--- config.mk ---
export PLATFORM = sky130hd
export DESIGN_NAME = chunk_resp_gen
export DESIGN_NICKNAME = d
export VERILOG_FILES = /design/src/rtl/chunk_gen_pkg.sv /design/src/rtl/chunk_req_queue.sv /design/src/rtl/chunk_sizer.sv /design/src/rtl/chunk_engine.sv /design/src/rtl/chunk_resp_gen.sv
export SDC_FILE = /design/constraint.sdc
export NUM_CORES = 1
export LEC_CHECK = 0
export BUFFER_PORTS_ARGS = -buffer_cell sky130_fd_sc_hd__buf_2
export CORE_ASPECT_RATIO = 0.7
export CORE_MARGIN = 2
export CORE_UTILIZATION = 55
export CTS_CLUSTER_SIZE = 20
export DETAILED_ROUTE_END_ITERATION = 6
export GPL_ROUTABILITY_DRIVEN = 0
export GPL_TIMING_DRIVEN = 0
export PLACE_DENSITY = 0.73
export RECOVER_POWER = 25
export SLEW_MARGIN = 0
export SYNTH_ARGS = -nofsm -noshare
export SYNTH_HDL_FRONTEND = slang
export SYNTH_HIERARCHICAL = 1
export SYNTH_SLANG_ARGS = --single-unit
export TNS_END_PERCENT = 20
--- constraint.sdc ---
create_clock -name clk -period 13.8 [get_ports clk]
set_clock_uncertainty 0.05 [all_clocks]
set_input_delay 3.45 -clock clk [delete_from_list [all_inputs] [get_ports clk]]
set_output_delay 3.45 -clock clk [all_outputs]
set_load 0.01 [all_outputs]
--- src/rtl/chunk_gen_pkg.sv ---
package chunk_gen_pkg;

  typedef enum logic [1:0] {
    ENG_IDLE = 2'd0,
    ENG_SEND = 2'd1,
    ENG_WAIT = 2'd2
  } eng_state_t;

endpackage

--- src/rtl/chunk_req_queue.sv ---
module chunk_req_queue #(
  parameter int LEN_W = 32,
  parameter int DEPTH = 8
) (
  input  logic             clk,
  input  logic             rst,
  input  logic             push,
  input  logic [LEN_W-1:0] push_len,
  input  logic             pop,
  output logic [LEN_W-1:0] head_len,
  output logic             empty,
  output logic             full,
  output logic             overflow
);
  localparam int PTR_W = (DEPTH > 1) ? $clog2(DEPTH) : 1;
  localparam int CNT_W = $clog2(DEPTH + 1);
  localparam logic [CNT_W-1:0] CNT_MAX  = CNT_W'(DEPTH);
  localparam logic [PTR_W-1:0] PTR_LAST = PTR_W'(DEPTH - 1);

  logic [LEN_W-1:0] mem [DEPTH];
  logic [PTR_W-1:0] wr_ptr, rd_ptr;
  logic [CNT_W-1:0] count, count_nxt;
  logic             do_push, do_pop;

  assign do_push = push && !full;
  assign do_pop  = pop && !empty;

  always_comb begin
    count_nxt = count;
    if (do_push && !do_pop) count_nxt = count + 1'b1;
    else if (do_pop && !do_push) count_nxt = count - 1'b1;
  end

  always_ff @(posedge clk) begin
    if (do_push) mem[wr_ptr] <= push_len;
  end

  assign head_len = mem[rd_ptr];

  always_ff @(posedge clk) begin
    if (rst) begin
      wr_ptr   <= '0;
      rd_ptr   <= '0;
      count    <= '0;
      empty    <= 1'b1;
      full     <= 1'b0;
      overflow <= 1'b0;
    end else begin
      if (do_push) wr_ptr <= (wr_ptr == PTR_LAST) ? '0 : wr_ptr + 1'b1;
      if (do_pop)  rd_ptr <= (rd_ptr == PTR_LAST) ? '0 : rd_ptr + 1'b1;
      count <= count_nxt;
      empty <= (count_nxt == '0);
      full  <= (count_nxt == CNT_MAX);
      if (push && full) overflow <= 1'b1;
    end
  end

  // never more waiting entries than the queue depth
  p_count_bound_r5: assert property (@(posedge clk) disable iff (rst)
    count <= CNT_MAX);
  // a request refused for lack of room raises the sticky flag
  p_drop_flags_r8: assert property (@(posedge clk) disable iff (rst)
    (push && full) |=> overflow);
  // the flag only clears by reset
  p_overflow_sticky_r8: assert property (@(posedge clk) disable iff (rst)
    overflow |=> overflow);
  // a lone accepted push grows the occupancy by one
  p_push_counts_r5: assert property (@(posedge clk) disable iff (rst)
    (push && !full && !pop) |=> count == $past(count) + 1'b1);

endmodule

--- src/rtl/chunk_sizer.sv ---
module chunk_sizer #(
  parameter int LEN_W     = 32,
  parameter int DEF_CHUNK = 4
) (
  input  logic [LEN_W-1:0] remaining,
  input  logic [LEN_W-1:0] cfg_max,
  output logic [LEN_W-1:0] eff_max,
  output logic [LEN_W-1:0] chunk_len,
  output logic             chunk_last
);
  always_comb begin
    eff_max    = (cfg_max == '0) ? LEN_W'(DEF_CHUNK) : cfg_max;
    chunk_last = (remaining <= eff_max);
    chunk_len  = chunk_last ? remaining : eff_max;
  end
endmodule

--- src/rtl/chunk_engine.sv ---
module chunk_engine
  import chunk_gen_pkg::*;
#(
  parameter int LEN_W = 32,
  parameter int GAP_W = 3
) (
  input  logic             clk,
  input  logic             rst,
  input  logic             head_ready,
  input  logic [LEN_W-1:0] head_len,
  output logic             take_head,
  input  logic [GAP_W-1:0] cfg_gap,
  output logic [LEN_W-1:0] remaining,
  input  logic [LEN_W-1:0] chunk_len,
  input  logic             chunk_last,
  output logic             rsp_valid,
  output logic [LEN_W-1:0] rsp_len,
  output logic             rsp_last
);
  eng_state_t       state;
  logic [GAP_W-1:0] gap_cnt;
  logic             resume;

  assign take_head = (state == ENG_IDLE) && head_ready;

  always_ff @(posedge clk) begin
    if (rst) begin
      state     <= ENG_IDLE;
      gap_cnt   <= '0;
      resume    <= 1'b0;
      remaining <= '0;
      rsp_valid <= 1'b0;
      rsp_len   <= '0;
      rsp_last  <= 1'b0;
    end else begin
      rsp_valid <= 1'b0;
      rsp_last  <= 1'b0;
      rsp_len   <= '0;
      unique case (state)
        ENG_IDLE: begin
          if (head_ready) begin
            remaining <= head_len;
            state     <= ENG_SEND;
          end
        end
        ENG_SEND: begin
          rsp_valid <= 1'b1;
          rsp_len   <= chunk_len;
          rsp_last  <= chunk_last;
          remaining <= remaining - chunk_len;
          resume    <= !chunk_last;
          gap_cnt   <= cfg_gap;
          if (cfg_gap != '0) state <= ENG_WAIT;
          else if (chunk_last) state <= ENG_IDLE;
        end
        ENG_WAIT: begin
          gap_cnt <= gap_cnt - 1'b1;
          if (gap_cnt == GAP_W'(1)) state <= resume ? ENG_SEND : ENG_IDLE;
        end
        default: state <= ENG_IDLE;
      endcase
    end
  end

  // a nonzero gap forbids back-to-back chunks
  p_gap_respected_r6: assert property (@(posedge clk) disable iff (rst)
    (rsp_valid && cfg_gap != '0) |=> !rsp_valid);
  // a chunk that is not final carries a nonzero length
  p_nonfinal_nonzero_r3: assert property (@(posedge clk) disable iff (rst)
    (rsp_valid && !rsp_last) |-> rsp_len != '0);
  // reset silences the output on the following cycle
  p_reset_quiet_r9: assert property (@(posedge clk)
    rst |=> !rsp_valid);

endmodule

--- src/rtl/chunk_resp_gen.sv ---
module chunk_resp_gen #(
  parameter int LEN_W     = 32,
  parameter int DEPTH     = 8,
  parameter int GAP_W     = 3,
  parameter int DEF_CHUNK = 4
) (
  input  logic             clk,
  input  logic             rst,
  input  logic             req_valid,
  input  logic [LEN_W-1:0] req_len,
  input  logic             abort,
  input  logic [LEN_W-1:0] cfg_max_chunk,
  input  logic [GAP_W-1:0] cfg_gap,
  output logic             rsp_valid,
  output logic [LEN_W-1:0] rsp_len,
  output logic             rsp_last,
  output logic             full,
  output logic             overflow
);
  logic             q_empty, abort_pop, take_head, head_ready;
  logic [LEN_W-1:0] head_len, remaining, eff_max, chunk_len;
  logic             chunk_last;

  // abort only counts on a cycle without a request, and beats the engine
  assign abort_pop  = abort && !req_valid && !q_empty;
  assign head_ready = !q_empty && !abort_pop;

  chunk_req_queue #(.LEN_W(LEN_W), .DEPTH(DEPTH)) u_queue (
    .clk      (clk),
    .rst      (rst),
    .push     (req_valid),
    .push_len (req_len),
    .pop      (abort_pop || take_head),
    .head_len (head_len),
    .empty    (q_empty),
    .full     (full),
    .overflow (overflow)
  );

  chunk_sizer #(.LEN_W(LEN_W), .DEF_CHUNK(DEF_CHUNK)) u_sizer (
    .remaining  (remaining),
    .cfg_max    (cfg_max_chunk),
    .eff_max    (eff_max),
    .chunk_len  (chunk_len),
    .chunk_last (chunk_last)
  );

  chunk_engine #(.LEN_W(LEN_W), .GAP_W(GAP_W)) u_engine (
    .clk        (clk),
    .rst        (rst),
    .head_ready (head_ready),
    .head_len   (head_len),
    .take_head  (take_head),
    .cfg_gap    (cfg_gap),
    .remaining  (remaining),
    .chunk_len  (chunk_len),
    .chunk_last (chunk_last),
    .rsp_valid  (rsp_valid),
    .rsp_len    (rsp_len),
    .rsp_last   (rsp_last)
  );

  // the final marker only travels with a valid chunk
  p_last_with_valid_r2: assert property (@(posedge clk) disable iff (rst)
    rsp_last |-> rsp_valid);
  // no chunk exceeds the effective maximum
  p_chunk_bound_r3: assert property (@(posedge clk) disable iff (rst)
    rsp_valid |-> rsp_len <= eff_max);
  // engine and abort never take the same head entry
  p_single_pop_r7: assert property (@(posedge clk) disable iff (rst)
    !(abort_pop && take_head));

endmodule

# After elaboration in Yosys (flattened, before gate mapping)
# Memory sizes are Yosys's and may differ from the RTL's. A register that Yosys moved wholly into a read port is not among the register bits.
# Index checks and enable logic that the tools add are counted.
# totals
ramBits	256
memories	1
regBits	85
output_inout_bits	36
elab_cells	77
input_bits	71
# memory_table
name	words	word_bits	read_ports	rd_ports_with_merged_regs	wr	line	rtl
u_queue.mem	8	32	1	1	1	chunk_req_queue.sv:20	logic [LEN_W-1:0] mem [DEPTH];
# op_classes
addsub	6
magnitude_cmp	1
eq_ne	9
n_reduce_logical	26
bitwise	1
n_mux	20
# op_table
op	count
32-bit two-way mux	3
32-bit one-hot mux with 2 select lines	1
32-bit <= comparator	1
32-bit logical NOT	1
32-bit subtractor	1
3-bit two-way mux	4
1-bit logical AND	9
2-bit two-way mux	4
4-bit two-way mux	2
1-bit logical NOT	7
3-bit by 1-bit adder with 3-bit output, second input constant	2
3-bit == test, second input constant	2
2-bit one-hot mux with 3 select lines	1
3-bit one-hot mux with 2 select lines	1
4-bit by 1-bit adder with 4-bit output, second input constant	1
4-bit == test, second input constant	1
4-bit logical NOT	1
1-bit two-way mux	4
2-bit by 1-bit != test with 1-bit output, second input constant	2
2-bit nonzero test	2
4-bit by 1-bit subtractor with 4-bit output, second input constant	1
3-bit by 1-bit == test with 1-bit output, second input constant	1
3-bit by 1-bit != test with 1-bit output, second input constant	1
3-bit AND reduction	1
other kinds (9)	9

# Longest topological paths before layout
# logic_depth
ltp_word	12
ltp_mapped	23
depth_no_buf	22

# Cells and area by module
# Netlist, hierarchy kept.
# modules_own_cells
module	seq_area_each_um2	area_each_um2	instances	cells_each
chunk_req_queue	8007.7	10511.3	1	459
chunk_engine	1441.4	4535.6	1	552
chunk_sizer	0.0	1511.4	1	195
chunk_resp_gen	0.0	38.8	1	3

# Least setup slack after synthesis
# OpenSTA, ideal clock, no wires.
# synth_path
path_type	input-to-reg
startpoint	in cfg_max_chunk[27]
endpoint	reg u_engine.remaining[28]
stages	22
arrival_time_ns	7.617
slack_ns	6.030
required_ns	13.647
path_buffers	0
setup_time_ns	0.103
path_cell_list	nor4_1 nand4_1 o21bai_1 inv_1 ha_1 nand4_1 nor4_1 nand2b_1 a31oi_2 a21oi_4 mux2_2 ha_1 fa_1 nand2b_1 a21oi_1 a211oi_2 a211o_1 a311oi_1 a211o_1 a221oi_2 xor2_1 a2111oi_2
# synth_via
elab_chain_cells	6
# synth_rtl
element	line	rtl
start: declaration	chunk_resp_gen.sv:12	input logic [LEN_W-1:0] cfg_max_chunk,
32-bit logical NOT	chunk_sizer.sv:12	eff_max = (cfg_max == '0) ? LEN_W'(DEF_CHUNK) : cfg_max;
32-bit two-way mux	chunk_sizer.sv:12	
via eff_max[2]	chunk_resp_gen.sv:21	logic [LEN_W-1:0] head_len, remaining, eff_max, chunk_len;
32-bit <= comparator	chunk_sizer.sv:13	chunk_last = (remaining <= eff_max);
32-bit two-way mux	chunk_sizer.sv:14	chunk_len = chunk_last ? remaining : eff_max;
via chunk_len[0]	chunk_resp_gen.sv:21	
32-bit subtractor	chunk_engine.sv:50	remaining <= remaining - chunk_len;
32-bit one-hot mux with 2 select lines	chunk_engine.sv:39	unique case (state)
end signal: assignment	chunk_engine.sv:42	remaining <= head_len;
end signal: assignment	chunk_engine.sv:50	
end: declaration	chunk_engine.sv:13	output logic [LEN_W-1:0] remaining,
# The timed path passes the listed nets, and every way through them passes these cells.
# A chain may end at the register's enable or synchronous reset.

# Worst setup path in the final report
# layout_path
startpoint	in cfg_max_chunk[0]
endpoint	reg u_engine.remaining[28]
# Same word-level chain as after synthesis.

==> out/metrics.csv <==
metric,value,unit
status,finished clean,
Final Hold Slack,0.412,ns
worst slew pin tran,1.07,ns
final critical-path required period,9.25,ns
final setup violation count,0,
Initial Utilization,56.4,%
RSZ-0062 raised after global routing,no,
RR Endpoint,u_engine/remaining[28],
initial drt markers,762,
worst path cell trace,buf_2 > nor4_1 > nand4_1 > o21bai_1 > inv_1 > ha_1 > nand4_1 > nor4_1 > nand2b_1 > a31oi_2 > a21oi_4 > buf_6 > mux2_4 > inv_1 > ha_1 > a21o_1 > a211oi_2 > a211o_1 > a311oi_1 > a211o_1 > a221oi_2 > xor2_1 > a2111oi_2,
Post-DP HPWL,27600,um
R2R depth,17,
I/O pins,107,
clk slew on worst S/H paths,0.06,ns
Skew-Pair Late Insertion Delay,0.54,ns
CP max-delay cell,nor4_1,
clk buf depth,3,
Site Rows,52,
switching fraction of total power,37.8,%
DRC viols,0,
Hold Buf Count CTS,0,
CTS tree,built,
worst hold path type,register to register,
number of port buffers,106,
synthesized area,0.0165,mm2
Comb pwr share,47.3,%
Synth Instances,1179,
die area,0.0314,mm2
pwr dens,217,mW/mm2
Final #Nets,1491,
NetSw,0.00154,W
1st-pass router iterations,5,
critical path's largest stage delay,0.88,ns
Mean Syn Cell Area,14.0,um2
H-tree depth,2,
synth warn,6,
CP Launch Type,primary input,
DIE WIDTH,211,um
flop2flop setup slack,8.38,ns
layout cells sized above 1,21.4,%
largest net degree at the start of global routing,26,
core area,0.0292,mm2
net count of the mapped netlist,1326,
total global-route track usage,24.9,%
fin crit share,67.0,%
VDD IR max,112,uV
worst hold start,u_queue/overflow,
Slew headroom,28.0,%
Leak,7.14,nW
max-cap violations,0,
TritonCTS Sinks,344,
# Post-CTS Setup Buffers,0,
routed vias/inst,5.96,
crit-path max FO,10,
cts repair resizes,0,
Final Hold Viols,0,
CTS root buf,clkbuf_16,
Die Span Y,149,um
vias in the first global route,10200,
FMAX,0.108,GHz
Flop pwr share,31.1,%
Layout area overhead,14.3,%
WP data required,14.18,ns
"Arr. time, crit path",9.63,ns
Detailed Route WL,38000,um
Num CTS Buffers,34,
Total Power,0.00408,W
wire per inst,21.7,um
grt total ovfl,0,
Worst Setup End Kind,register,
Vias,10400,
Post-DRT Antenna Nets,0,
fill cell count,2128,
first-pass GRT wire length,58600,um
clock power share,21.6,%
CP Buf/Inv Count,4,
WS Path Type,primary input to register,
hold depth,2,
worst hold path endpoint,u_queue/overflow,
initial antenna violation count,5,
reg2reg start,u_engine/remaining[31],
Pins Over Slew Limit,0,
internal power,0.00254,W
critical path's top delay family,compound AO/OA/AOI/OAI gates,
post-route setup TNS,0,ns
[worst min-delay path: stages, from the launching register on]
cell	delay (ns)
dfxtp_1	0.32
a21oi_1	0.04
nor2_1	0.07
[power groups by stage]
stage,registers (W),clock network [W],logic [W]
after floorplan,0.00128,0,0.00147
after global placement,0.00129,0,0.00185
after detailed placement,0.00129,0,0.00188
after CTS,0.00127,0.000900,0.00190
after global routing,0.00128,0.000941,0.00212
final,0.00127,0.000883,0.00193
[worst max-delay path by stage]
| stage | start | endpoint | slack (ns) | cells past startpoint |
|---|---|---|---|---|
| after floorplan | cfg_max_chunk[27] | u_engine/remaining[28] | 6.03 | 22 |
| after global placement | req_valid | u_queue/mem[0][15] | 3.26 | 4 |
| after detailed placement | cfg_max_chunk[0] | u_engine/remaining[28] | 4.34 | 23 |
| after CTS | cfg_max_chunk[0] | u_engine/remaining[28] | 4.88 | 23 |
| after global routing | cfg_max_chunk[0] | u_engine/remaining[28] | 4.35 | 23 |
| final | cfg_max_chunk[0] | u_engine/remaining[28] | 4.55 | 23 |
[per-stage QoR]
step	setup slack, ns	instance area, um2	util [%]	std cells
5_1_grt	4.35	18800	64.5	1748
2_1_floorplan	6.03	16500	-	1179
4_1_cts	4.88	18900	64.6	1747
3_5_place_dp	4.34	17800	61.0	1686
6_report	4.55	18800	64.5	1751
3_3_place_gp	3.26	17500	59.9	1663
[layout make-up]
type                            count  area [um2]  area share (%)
Timing Repair Buffer              129         771            4.09
Inverter                           86         323            1.71
Clock inverter                     21         129           0.684
Antenna cell                        4        10.0          0.0531
Sequential cell                   344        9450            50.1
Clock buffer                       40         926            4.91
Multi-Input combinational cell    701        6490            34.4
Buffer                             48         272            1.44
Tap cell                          378         473            2.51
[placed cells by master (no fill, tap or decap), types with 29 or more instances in the layout]
cell       count
ha_1          75
inv_1         86
clkbuf_1      51
nand2_1       51
clkbuf_16     36
a21oi_1       77
mux2_4        29
mux2_2        36
edfxtp_1     256
nor2_1        47
buf_2         92
and2_1        37
mux4_1        40
dfxtp_1       88
o21ai_0       36
[state kept, by name, summed over array words and instances, names as in the netlist, 2 cells and up, named ones only]
| name | cells |
|---|---|
| u_engine/gap_cnt | 3 |
| u_engine/remaining | 32 |
| u_engine/rsp_len | 32 |
| u_engine/state | 2 |
| u_queue/count | 4 |
| u_queue/mem | 256 |
| u_queue/rd_ptr | 3 |
| u_queue/wr_ptr | 3 |
[routing by layer]
| metal | share of wire (%) | global-route usage, % |
|---|---|---|
| met1 | 45 | 36.3 |
| met2 | 45 | 37.3 |
| met3 | 8.1 | 5.58 |
| met4 | 2.3 | 8.20 |
| met5 | 0.047 | 0 |
Note: power is estimated with default switching activity, not from simulation.
